File: src/rtl/census_pkg.sv
package census_pkg;

    typedef enum logic [1:0] {
        ST_WAIT_SOF = 2'd0,
        ST_PRIME    = 2'd1,
        ST_STREAM   = 2'd2
    } raster_st_t;

    // number of set bits in a word of up to 64 bits
    function automatic int unsigned ones64(input logic [63:0] v);
        int unsigned n;
        n = 0;
        for (int i = 0; i < 64; i++) begin
            n = n + int'(v[i]);
        end
        return n;
    endfunction

endpackage

File: src/rtl/census_window.sv
module census_window #(
    parameter int PIX_W = 8,
    parameter int IMG_W = 32,
    parameter int WIN   = 7,
    parameter int AW    = $clog2(IMG_W)
) (
    input  logic             clk,
    input  logic             push,
    input  logic [AW-1:0]    col,
    input  logic [PIX_W-1:0] pix_in,
    output logic [PIX_W-1:0] win_o [WIN][WIN]
);

    // row memories: row_mem[k][x] holds the pixel k+1 rows above the current one
    logic [PIX_W-1:0] row_mem [WIN-1][IMG_W];
    logic [PIX_W-1:0] col_vec [WIN];

    assign col_vec[0] = pix_in;

    for (genvar k = 1; k < WIN; k++) begin : g_tap
        assign col_vec[k] = row_mem[k-1][col];
    end

    always_ff @(posedge clk) begin
        if (push) begin
            row_mem[0][col] <= pix_in;
            for (int k = 1; k < WIN - 1; k++) begin
                row_mem[k][col] <= row_mem[k-1][col];
            end
        end
    end

    // window: win_o[r][j] = pixel r rows up and j columns left of the newest one
    always_ff @(posedge clk) begin
        if (push) begin
            for (int r = 0; r < WIN; r++) begin
                win_o[r][0] <= col_vec[r];
                for (int j = 1; j < WIN; j++) begin
                    win_o[r][j] <= win_o[r][j-1];
                end
            end
        end
    end

endmodule

File: src/rtl/census_sig.sv
module census_sig #(
    parameter int PIX_W = 8,
    parameter int WIN   = 7,
    parameter int SIG_W = WIN * WIN - 1
) (
    input  logic             clk,
    input  logic             en,
    input  logic [PIX_W-1:0] win [WIN][WIN],
    output logic [SIG_W-1:0] sig_q
);

    localparam int HALF = WIN / 2;
    localparam int CN   = HALF * WIN + HALF;

    logic [SIG_W-1:0] sig_c;

    for (genvar gr = 0; gr < WIN; gr++) begin : g_row
        for (genvar gj = 0; gj < WIN; gj++) begin : g_col
            if (gr * WIN + gj != CN) begin : g_bit
                localparam int IDX = (gr * WIN + gj < CN) ? gr * WIN + gj : gr * WIN + gj - 1;
                assign sig_c[IDX] = win[gr][gj] < win[HALF][HALF];
            end
        end
    end

    always_ff @(posedge clk) begin
        if (en) begin
            sig_q <= sig_c;
        end
    end

endmodule

File: src/rtl/census_side.sv
module census_side #(
    parameter int PIX_W = 8,
    parameter int IMG_W = 32,
    parameter int WIN   = 7,
    parameter int AW    = $clog2(IMG_W),
    parameter int SIG_W = WIN * WIN - 1
) (
    input  logic             clk,
    input  logic             push,
    input  logic [AW-1:0]    col,
    input  logic [PIX_W-1:0] pix_in,
    input  logic             sig_en,
    output logic [SIG_W-1:0] sig_q
);

    logic [PIX_W-1:0] win [WIN][WIN];

    census_window #(
        .PIX_W(PIX_W), .IMG_W(IMG_W), .WIN(WIN), .AW(AW)
    ) u_win (
        .clk   (clk),
        .push  (push),
        .col   (col),
        .pix_in(pix_in),
        .win_o (win)
    );

    census_sig #(
        .PIX_W(PIX_W), .WIN(WIN), .SIG_W(SIG_W)
    ) u_sig (
        .clk  (clk),
        .en   (sig_en),
        .win  (win),
        .sig_q(sig_q)
    );

endmodule

File: src/rtl/hamming_cost.sv
module hamming_cost #(
    parameter int WIN    = 7,
    parameter int SIG_W  = WIN * WIN - 1,
    parameter int COST_W = $clog2(SIG_W + 1),
    parameter int NDISP  = 8,
    parameter int CW     = 6
) (
    input  logic                    clk,
    input  logic                    rst_n,
    input  logic                    vld_i,
    input  logic [CW-1:0]           col_i,
    input  logic [SIG_W-1:0]        sig_l,
    input  logic [SIG_W-1:0]        sig_r,
    output logic [NDISP*COST_W-1:0] cost_o,
    output logic                    vld_o
);

    // hist[d] = right signature d results back within the row
    logic [SIG_W-1:0]  hist   [NDISP];
    logic [COST_W-1:0] cost_q [NDISP];

    assign hist[0] = sig_r;

    for (genvar k = 1; k < NDISP; k++) begin : g_hist
        always_ff @(posedge clk) begin
            if (vld_i) begin
                hist[k] <= hist[k-1];
            end
        end
    end

    for (genvar d = 0; d < NDISP; d++) begin : g_cand
        // window newest column must reach WIN-1+d for the right window to be in the row
        localparam logic [CW-1:0] COL_MIN = CW'(WIN - 1 + d);

        always_ff @(posedge clk) begin
            if (!rst_n) begin
                cost_q[d] <= '0;
            end else if (vld_i) begin
                if (col_i >= COL_MIN) begin
                    cost_q[d] <= COST_W'(census_pkg::ones64(64'(sig_l ^ hist[d])));
                end else begin
                    cost_q[d] <= COST_W'(SIG_W);
                end
            end
        end

        assign cost_o[d*COST_W +: COST_W] = cost_q[d];


        cost_max_chk: assert property (@(posedge clk) disable iff (!rst_n)
            vld_o |-> (cost_q[d] <= COST_W'(SIG_W)));
    end

    always_ff @(posedge clk) begin
        if (!rst_n) begin
            vld_o <= 1'b0;
        end else begin
            vld_o <= vld_i;
        end
    end

endmodule

File: src/rtl/census_cost.sv
module census_cost #(
    parameter int PIX_W = 8,
    parameter int IMG_W = 32,
    parameter int IMG_H = 24,
    parameter int NDISP = 8,
    parameter int WIN   = 7,
    localparam int SIG_W  = WIN * WIN - 1,
    localparam int COST_W = $clog2(SIG_W + 1)
) (
    input  logic                    clk,
    input  logic                    rst_n,
    input  logic                    in_valid,
    input  logic                    in_sof,
    input  logic                    in_sol,
    input  logic [PIX_W-1:0]        in_left,
    input  logic [PIX_W-1:0]        in_right,
    output logic                    out_valid,
    output logic [NDISP*COST_W-1:0] out_cost
);
    import census_pkg::*;

    localparam int CW = $clog2(IMG_W + 1);
    localparam int AW = $clog2(IMG_W);
    localparam int RW = $clog2(IMG_H + 1);
    localparam logic [CW-1:0] COL_FULL = CW'(WIN - 1);
    localparam logic [RW-1:0] ROW_FULL = RW'(WIN - 1);
    localparam logic [CW-1:0] COL_LAST = CW'(IMG_W - 1);
    localparam logic [RW-1:0] ROW_LAST = RW'(IMG_H - 1);
    localparam logic [CW-1:0] COL_LIM  = CW'(IMG_W);

    raster_st_t st_q, st_d;
    logic [CW-1:0] col_q, cur_col;
    logic [RW-1:0] row_q, cur_row;
    logic          acc, last_px;

    // position of the pixel presented this cycle
    always_comb begin
        cur_col = (in_sof || in_sol) ? '0 : col_q;
        if (in_sof) begin
            cur_row = '0;
        end else if (in_sol) begin
            cur_row = row_q + 1'b1;
        end else begin
            cur_row = row_q;
        end
    end

    // next state
    always_comb begin
        st_d = st_q;
        unique case (st_q)
            ST_WAIT_SOF: begin
                if (acc) st_d = ST_PRIME;
            end
            ST_PRIME: begin
                if (acc && !in_sof && cur_row == ROW_FULL) st_d = ST_STREAM;
            end
            ST_STREAM: begin
                if (acc && in_sof) begin
                    st_d = ST_PRIME;
                end else if (acc && last_px) begin
                    st_d = ST_WAIT_SOF;
                end
            end
            default: st_d = ST_WAIT_SOF;
        endcase
    end

    // state register and raster counters
    always_ff @(posedge clk) begin
        if (!rst_n) begin
            st_q  <= ST_WAIT_SOF;
            col_q <= '0;
            row_q <= '0;
        end else begin
            st_q <= st_d;
            if (acc) begin
                col_q <= cur_col + 1'b1;
                row_q <= cur_row;
            end
        end
    end

    // outputs of the tracker
    always_comb begin
        acc     = in_valid && (cur_col < COL_LIM) && ((st_q != ST_WAIT_SOF) || in_sof);
        last_px = (cur_row == ROW_LAST) && (cur_col == COL_LAST);
    end

    // stage 1: windows updated
    logic          w_vld_q, w_rowok_q;
    logic [CW-1:0] w_col_q;
    // stage 2: signatures registered
    logic          s_en, s_vld_q;
    logic [CW-1:0] s_col_q;

    always_ff @(posedge clk) begin
        if (!rst_n) begin
            w_vld_q   <= 1'b0;
            w_rowok_q <= 1'b0;
            w_col_q   <= '0;
            s_vld_q   <= 1'b0;
            s_col_q   <= '0;
        end else begin
            w_vld_q <= acc;
            if (acc) begin
                w_rowok_q <= cur_row >= ROW_FULL;
                w_col_q   <= cur_col;
            end
            s_vld_q <= s_en;
            if (s_en) begin
                s_col_q <= w_col_q;
            end
        end
    end

    assign s_en = w_vld_q && w_rowok_q && (w_col_q >= COL_FULL);

    logic [PIX_W-1:0] side_pix [2];
    logic [SIG_W-1:0] side_sig [2];

    assign side_pix[0] = in_left;
    assign side_pix[1] = in_right;

    for (genvar s = 0; s < 2; s++) begin : g_side
        census_side #(
            .PIX_W(PIX_W), .IMG_W(IMG_W), .WIN(WIN), .AW(AW), .SIG_W(SIG_W)
        ) u_side (
            .clk   (clk),
            .push  (acc),
            .col   (cur_col[AW-1:0]),
            .pix_in(side_pix[s]),
            .sig_en(s_en),
            .sig_q (side_sig[s])
        );
    end

    hamming_cost #(
        .WIN(WIN), .SIG_W(SIG_W), .COST_W(COST_W), .NDISP(NDISP), .CW(CW)
    ) u_cost (
        .clk   (clk),
        .rst_n (rst_n),
        .vld_i (s_vld_q),
        .col_i (s_col_q),
        .sig_l (side_sig[0]),
        .sig_r (side_sig[1]),
        .cost_o(out_cost),
        .vld_o (out_valid)
    );


    stream_row_chk: assert property (@(posedge clk) disable iff (!rst_n)
        (st_q == ST_STREAM) |-> (row_q >= ROW_FULL));


    idle_ignore_chk: assert property (@(posedge clk) disable iff (!rst_n)
        (st_q == ST_WAIT_SOF && !(in_valid && in_sof)) |=> !w_vld_q);


    pipe_order_chk: assert property (@(posedge clk) disable iff (!rst_n)
        out_valid |-> $past(s_vld_q));


    full_window_chk: assert property (@(posedge clk) disable iff (!rst_n)
        s_vld_q |-> (s_col_q >= COL_FULL && s_col_q <= COL_LAST));

endmodule

File: config.mk
export PLATFORM = sky130hd
export DESIGN_NAME = census_cost
export DESIGN_NICKNAME = d
export VERILOG_FILES = /design/src/rtl/census_pkg.sv /design/src/rtl/census_window.sv /design/src/rtl/census_sig.sv /design/src/rtl/census_side.sv /design/src/rtl/hamming_cost.sv /design/src/rtl/census_cost.sv
export SDC_FILE = /design/constraint.sdc
export NUM_CORES = 2
export LEC_CHECK = 0
export CORE_MARGIN = 3
export CORE_UTILIZATION = 45
export DETAILED_ROUTE_END_ITERATION = 8
export PLACE_DENSITY = 0.67
export REMOVE_ABC_BUFFERS = 1
export SYNTH_ARGS = -nofsm -noshare
export SYNTH_HDL_FRONTEND = slang
export SYNTH_SLANG_ARGS = --single-unit
File: constraint.sdc
create_clock -name clk -period 25.5 [get_ports clk]
set_input_delay 3.825 -clock clk [delete_from_list [all_inputs] [get_ports clk]]
set_output_delay 3.825 -clock clk [all_outputs]
set_load 0.01 [all_outputs]
# Word level (Yosys, flattened, before mapping)
# Memory sizes are Yosys's and may differ from the RTL's.
# Index checks and enable logic that the tools add are counted.
# word_totals
ff_bits	1245
ram_bits	3120
inputBits	21
output_inout_bits	49
word_cells	912
mem_count	3
# mem_list
memory	depth	word_bits	rd	rd_ports_with_merged_regs	wr	line_no	rtl
g_side[0].u_side.u_win.row_mem	6	256	6	0	6	census_window.sv:15	logic [PIX_W-1:0] row_mem [WIN-1][IMG_W];
g_side[1].u_side.u_win.row_mem	6	256	6	0	6	census_window.sv:15	
u_cost.cost_q	8	6	8	0	8	hamming_cost.sv:20	logic [COST_W-1:0] cost_q [NDISP];
# classes
add_sub_neg	506
n_lt_le_gt_ge	109
n_eq_ne	8
muxes	129
bitwise_logic	25
reduce_logical	16
# op_table
op	count
adder 6 x 1 -> 6 bit	368
adder 6 x 1 -> 6 bit, second input constant	129
< comparator 8 bit	96
binary-select mux 8 bit (select 5 bit)	12
XOR 48 bit	8
2-to-1 mux 256 bit	1
2-to-1 mux 8 bit	25
2-to-1 mux 6 bit	17
2-to-1 mux 1 bit	66
demux 8 bit (select 5 bit)	1
greater-or-equal comparator 6 x 4 -> 1 bit, second input constant	6
greater-or-equal comparator 6 x 3 -> 1 bit, second input constant	3
adder 1 x 1 -> 2 bit	8
OR 1 bit	16
logical AND 1 bit	10
2-to-1 mux 5 bit	2
2-to-1 mux 2 bit	4
equality test 6 x 5 -> 1 bit, second input constant	1
greater-or-equal comparator 6 bit, second input constant	1
< comparator 6 x 1 -> 1 bit, second input constant	1
< comparator 6 bit, second input constant	1
NOT 5 -> 6 bit	1
one-hot mux 2 bit (3 select lines)	1
adder 5 x 1 -> 5 bit, second input constant	1
12 further kinds	14

# Longest topological paths before layout
# logic_depth
depth_word	66
ltp_mapped	22
depth_no_buf	21

# Hierarchy
# From an unflattened synthesis, not the netlist that was laid out.
# hier_totals
hier_cells	10361
area_unflattened_um2	182831.6
# modules_own_cells
mod	n_inst	cells_per_inst	area_per_inst_um2
census_window	2	3460	69952.1
hamming_cost	1	1720	24762.5
census_sig (g_side[1].u_side.u_sig)	1	783	8444.3
census_sig (g_side[0].u_side.u_sig)	1	782	8439.3
census_cost	1	156	1281.2

# Worst setup path after synthesis
# OpenSTA, ideal clock, no wires.
# synth_timing
path_kind	in2reg
startpoint	input in_sol
endpoint	register g_side[0].u_side.u_win.win_o[0] (netlist bit) (enable)
t_arrival_ns	13.630
path_slack_ns	11.057
cell_stages	7
path_cell_list	buf_6 > inv_1 > a21oi_1 > o21ai_1 > buf_2 > clkinv_1 > buf_2
# synth_between
elab_chain_len	5
# synth_rtl
element	line_no	rtl
start: declaration	census_cost.sv:14	input logic in_sol,
logical OR 1 bit	census_cost.sv:38	cur_col = (in_sof || in_sol) ? '0 : col_q;
2-to-1 mux 6 bit	census_cost.sv:38	
< comparator 6 bit	census_cost.sv:86	acc = in_valid && (cur_col < COL_LIM) && ((st_q != ST_WAIT_SOF) || in_sof);
logical AND 1 bit (2 in series)	census_cost.sv:86	
via acc	census_cost.sv:34	logic acc, last_px;
end signal: indexed assignment	census_window.sv:37	win_o[r][0] <= col_vec[r];
end signal: indexed assignment	census_window.sv:39	win_o[r][j] <= win_o[r][j-1];
end: declaration	census_window.sv:11	output logic [PIX_W-1:0] win_o [WIN][WIN]
# The timed path passes the listed nets, and every way through them passes these cells.
# A chain may end at the register's enable or synchronous reset.

==> impl_metrics.json <==
{
  "clockRootBuffer": "clkbuf_16",
  "start_util_pct": 45.3,
  "ys_types": 60,
  "min_to": "g_side[1].u_side.u_win.win_o[56]",
  "fin_nets": 13200,
  "avgSynthCellArea_um2": 15.7,
  "fin_crit_sh_pct": 34.5,
  "grt_pass1_wl_um": 710000,
  "cts_tree": "built",
  "max_slew_margin_pct": 10.8,
  "postRouteAntennaNets": 0,
  "die_h_um": 655,
  "drt_first_pass_iters": 6,
  "cts_max_level": 5,
  "path_clk_slew_ns": 0.06,
  "area_delta_synth_final_pct": 11.0,
  "reg2reg_setup_slack_ns": 18.47,
  "timing.setup.tns_ns": 0,
  "synth_area_leaders": "edfxtp_1 69%, ha_1 4.9%, mux2i_1 3.6%, fa_1 3.3%, nand2b_1 2.2%",
  "ys_warn_count": 0,
  "grt_max_degree": 187,
  "clock.fmax_mhz": 114,
  "port_buffers": 69,
  "drt_wl_total_um": 487000,
  "die_area_mm2": 0.429,
  "power-per-cell-area_mw_per_mm2": 71.8,
  "ir_drop_v": 0.0000637,
  "startpoint_type": "input port",
  "drv_slew": 0,
  "yosysTopAreaCell": "edfxtp_1",
  "grt_pass1_vias": 104000,
  "gp_congestion": 0.826,
  "arrival_ns": 9.41,
  "hold_viol_final": 0,
  "synth-edff-count": 4336,
  "overflow": 0,
  "drt_iter0_drc": 12500,
  "worst_pin_slew_ns": 1.34,
  "min_from": "g_side[1].u_side.u_win.win_o[64]",
  "synth_top_area_share_pct": 68.7,
  "dpl_cell_area_mm2": 0.197,
  "clock_latency_ns": 0.99,
  "routedWlPerCell_um": 27.1,
  "worstHoldPathCells": 0,
  "yosysMostFrequentCell": "edfxtp_1",
  "fillers": 33900,
  "grt_usage_pct": 22.3,
  "cts-hold-fix-buffers": 0,
  "register_area_mm2": 0.131,
  "antenna_found_initial": 10,
  "timing.hold.ws_ns": 0.414,
  "synth_common_cells": "4,336 x edfxtp_1, 749 x ha_1, 678 x mux2i_1, 673 x nand2b_1, 564 x nor2_1",
  "drc": 0,
  "rsz0062_at_grt": "false",
  "p_leak_nw": 70.1,
  "ys_ff_latch": 4365,
  "crit_start": "in_sol",
  "finClkSkew_ns": 0.0862,
  "status": "finished, final reports clean",
  "r2r_cells": 18,
  "synth-main-ff-cell": "edfxtp_1",
  "rr_endpoint": "u_cost.cost_q[1][22]",
  "viasPerCell": 5.93,
  "ys_seq_area_share_pct": 69.0,
  "cp_max_fo": 67,
  "core_area_mm2": 0.418,
  "worstPathRequired_ns": 26.11,
  "maxCapViolCount": 0,
  "ios": 70,
  "cts_made_buffers": 439,
  "die_w_um": 655,
  "end_kind": "register",
  "hold_path.class": "reg2reg",
  "synthCells": 12000,
  "cts_resized": 0,
  "setup_viol": 0,
  "worstSetupPathType": "in2reg",
  "cts_sinks": 4365,
  "multi_input_area_mm2": 0.0546,
  "drive_gt1_share_pct": 9.52,
  "netlist_area_mm2": 0.190,
  "place_hpwl_um": 259000,
  "fin_crit_ns": 8.80,
  "post_cts_buffers": 0,
  "stdcell_area_mm2": 0.210,
  "worstReg2RegStart": "g_side[0].u_side.u_sig.sig_q[0]",
  "synthArstFlopShare_pct": 0,
  "via_count": 106000,
  "std_cell_rows": 237,
  "cts.path.max_buffers": 4,
  "power_mw": 15.1
}
-- where the power goes --
group          switching, mW  internal, mW
clock                   2.69          3.44
sequential            0.0685          8.08
combinational          0.569         0.271
-- routing by layer --
metal,routed length [um],up-vias,GRT usage [%]
li1,-,46800,-
met1,199000,54300,30.7
met2,233000,4469,36.7
met3,39100,853,3.40
met4,15200,8,6.78
met5,48,-,0
-- worst max-delay path: stages --
cell and delay [ns]:
clkdlybuf4s50_1 0.78, inv_1 0.16, a21oi_1 0.29, o21ai_2 0.31, inv_8 0.56, nand2_1 0.62
nor2_4 0.99, buf_4 1.04, buf_4 0.67
-- cells by family after synthesis --
family / share of synthesized area, %
AND/OR/NAND/NOR: 5.00
buffers and inverters: 2.63
XOR/XNOR: 1.85
multiplexers: 3.59
adder cells (fa/ha/maj): 8.24
AO/OA/AOI/OAI: 9.69
flip-flops: 69.0
-- per-stage QoR --
| step | setup slack, ns | util [%] | std cells |
|---|---|---|---|
| after CTS | 16.78 | 50.3 | 18000 |
| after floorplan | -35.14 | - | 11400 |
| final | 16.70 | 50.3 | 18000 |
| after detailed placement | 15.75 | 47.1 | 17200 |
| after global routing | 16.33 | 50.3 | 18000 |
| after global placement | 15.83 | 47.1 | 17200 |
-- state kept, by name (all words and copies together) (netlist names) --
signal                       count
row_q                            5
st_q                             2
g_side.u_side.u_win.row_mem   3072
u_cost.vld_o                     1
u_cost.hist                    336
s_vld_q                          1
g_side.u_side.u_win.win_o      784
w_vld_q                          1
w_rowok_q                        1
s_col_q                          6
col_q                            6
w_col_q                          6
g_side.u_side.u_sig.sig_q       96
u_cost.cost_q                   48
-- area by class of cell --
type,count,share of cell area [%]
Multi-Input combinational cell,6567,26.0
Sequential cell,4365,62.2
Timing Repair Buffer,311,1.42
Clock buffer,537,5.46
Inverter,418,0.761
Antenna cell,4,0.00476
Tap cell,5497,3.27
Clock inverter,258,0.959
-- cells in the final DEF (no fill, tap or decap), types with 15 or more instances in the layout --
| cell | instances |
|---|---|
| clkdlybuf4s50_1 | 69 |
| o21ai_0 | 317 |
| o21bai_1 | 96 |
| buf_12 | 37 |
| nor2_4 | 33 |
| clkinv_1 | 114 |
| a21oi_1 | 530 |
| clkinv_2 | 82 |
| clkbuf_16 | 445 |
| mux2i_1 | 678 |
| xnor2_1 | 232 |
| fa_1 | 312 |
| bufinv_16 | 25 |
| o2111ai_2 | 78 |
| ha_1 | 749 |
| buf_4 | 203 |
| clkbuf_1 | 92 |
| xor2_1 | 169 |
| nand2_1 | 234 |
| dfxtp_1 | 26 |
| a2111oi_0 | 97 |
| o21a_1 | 96 |
| nand2b_1 | 672 |
| a31o_2 | 97 |
| inv_1 | 401 |
| a211oi_1 | 96 |
| o22ai_1 | 563 |
| nor2b_1 | 202 |
| nor4_1 | 99 |
| clkinvlp_4 | 15 |
| edfxtp_1 | 4336 |
| nor2_1 | 531 |
| a221oi_1 | 477 |
| a221oi_2 | 96 |
| o2111ai_1 | 16 |
-- worst max-delay path by stage --
| stage | to | depth (start not counted) |
|---|---|---|
| 2_1_floorplan | g_side[0].u_side.u_win.row_mem[0][120] | 4 |
| 3_3_place_gp | g_side[0].u_side.u_win.row_mem[1][212] | 9 |
| 3_5_place_dp | g_side[0].u_side.u_win.row_mem[1][212] | 9 |
| 4_1_cts | g_side[0].u_side.u_win.win_o[257] | 9 |
| 5_1_grt | g_side[0].u_side.u_win.win_o[204] | 9 |
| 6_report | g_side[0].u_side.u_win.row_mem[1][208] | 9 |
(Power assumes the default switching activity.)
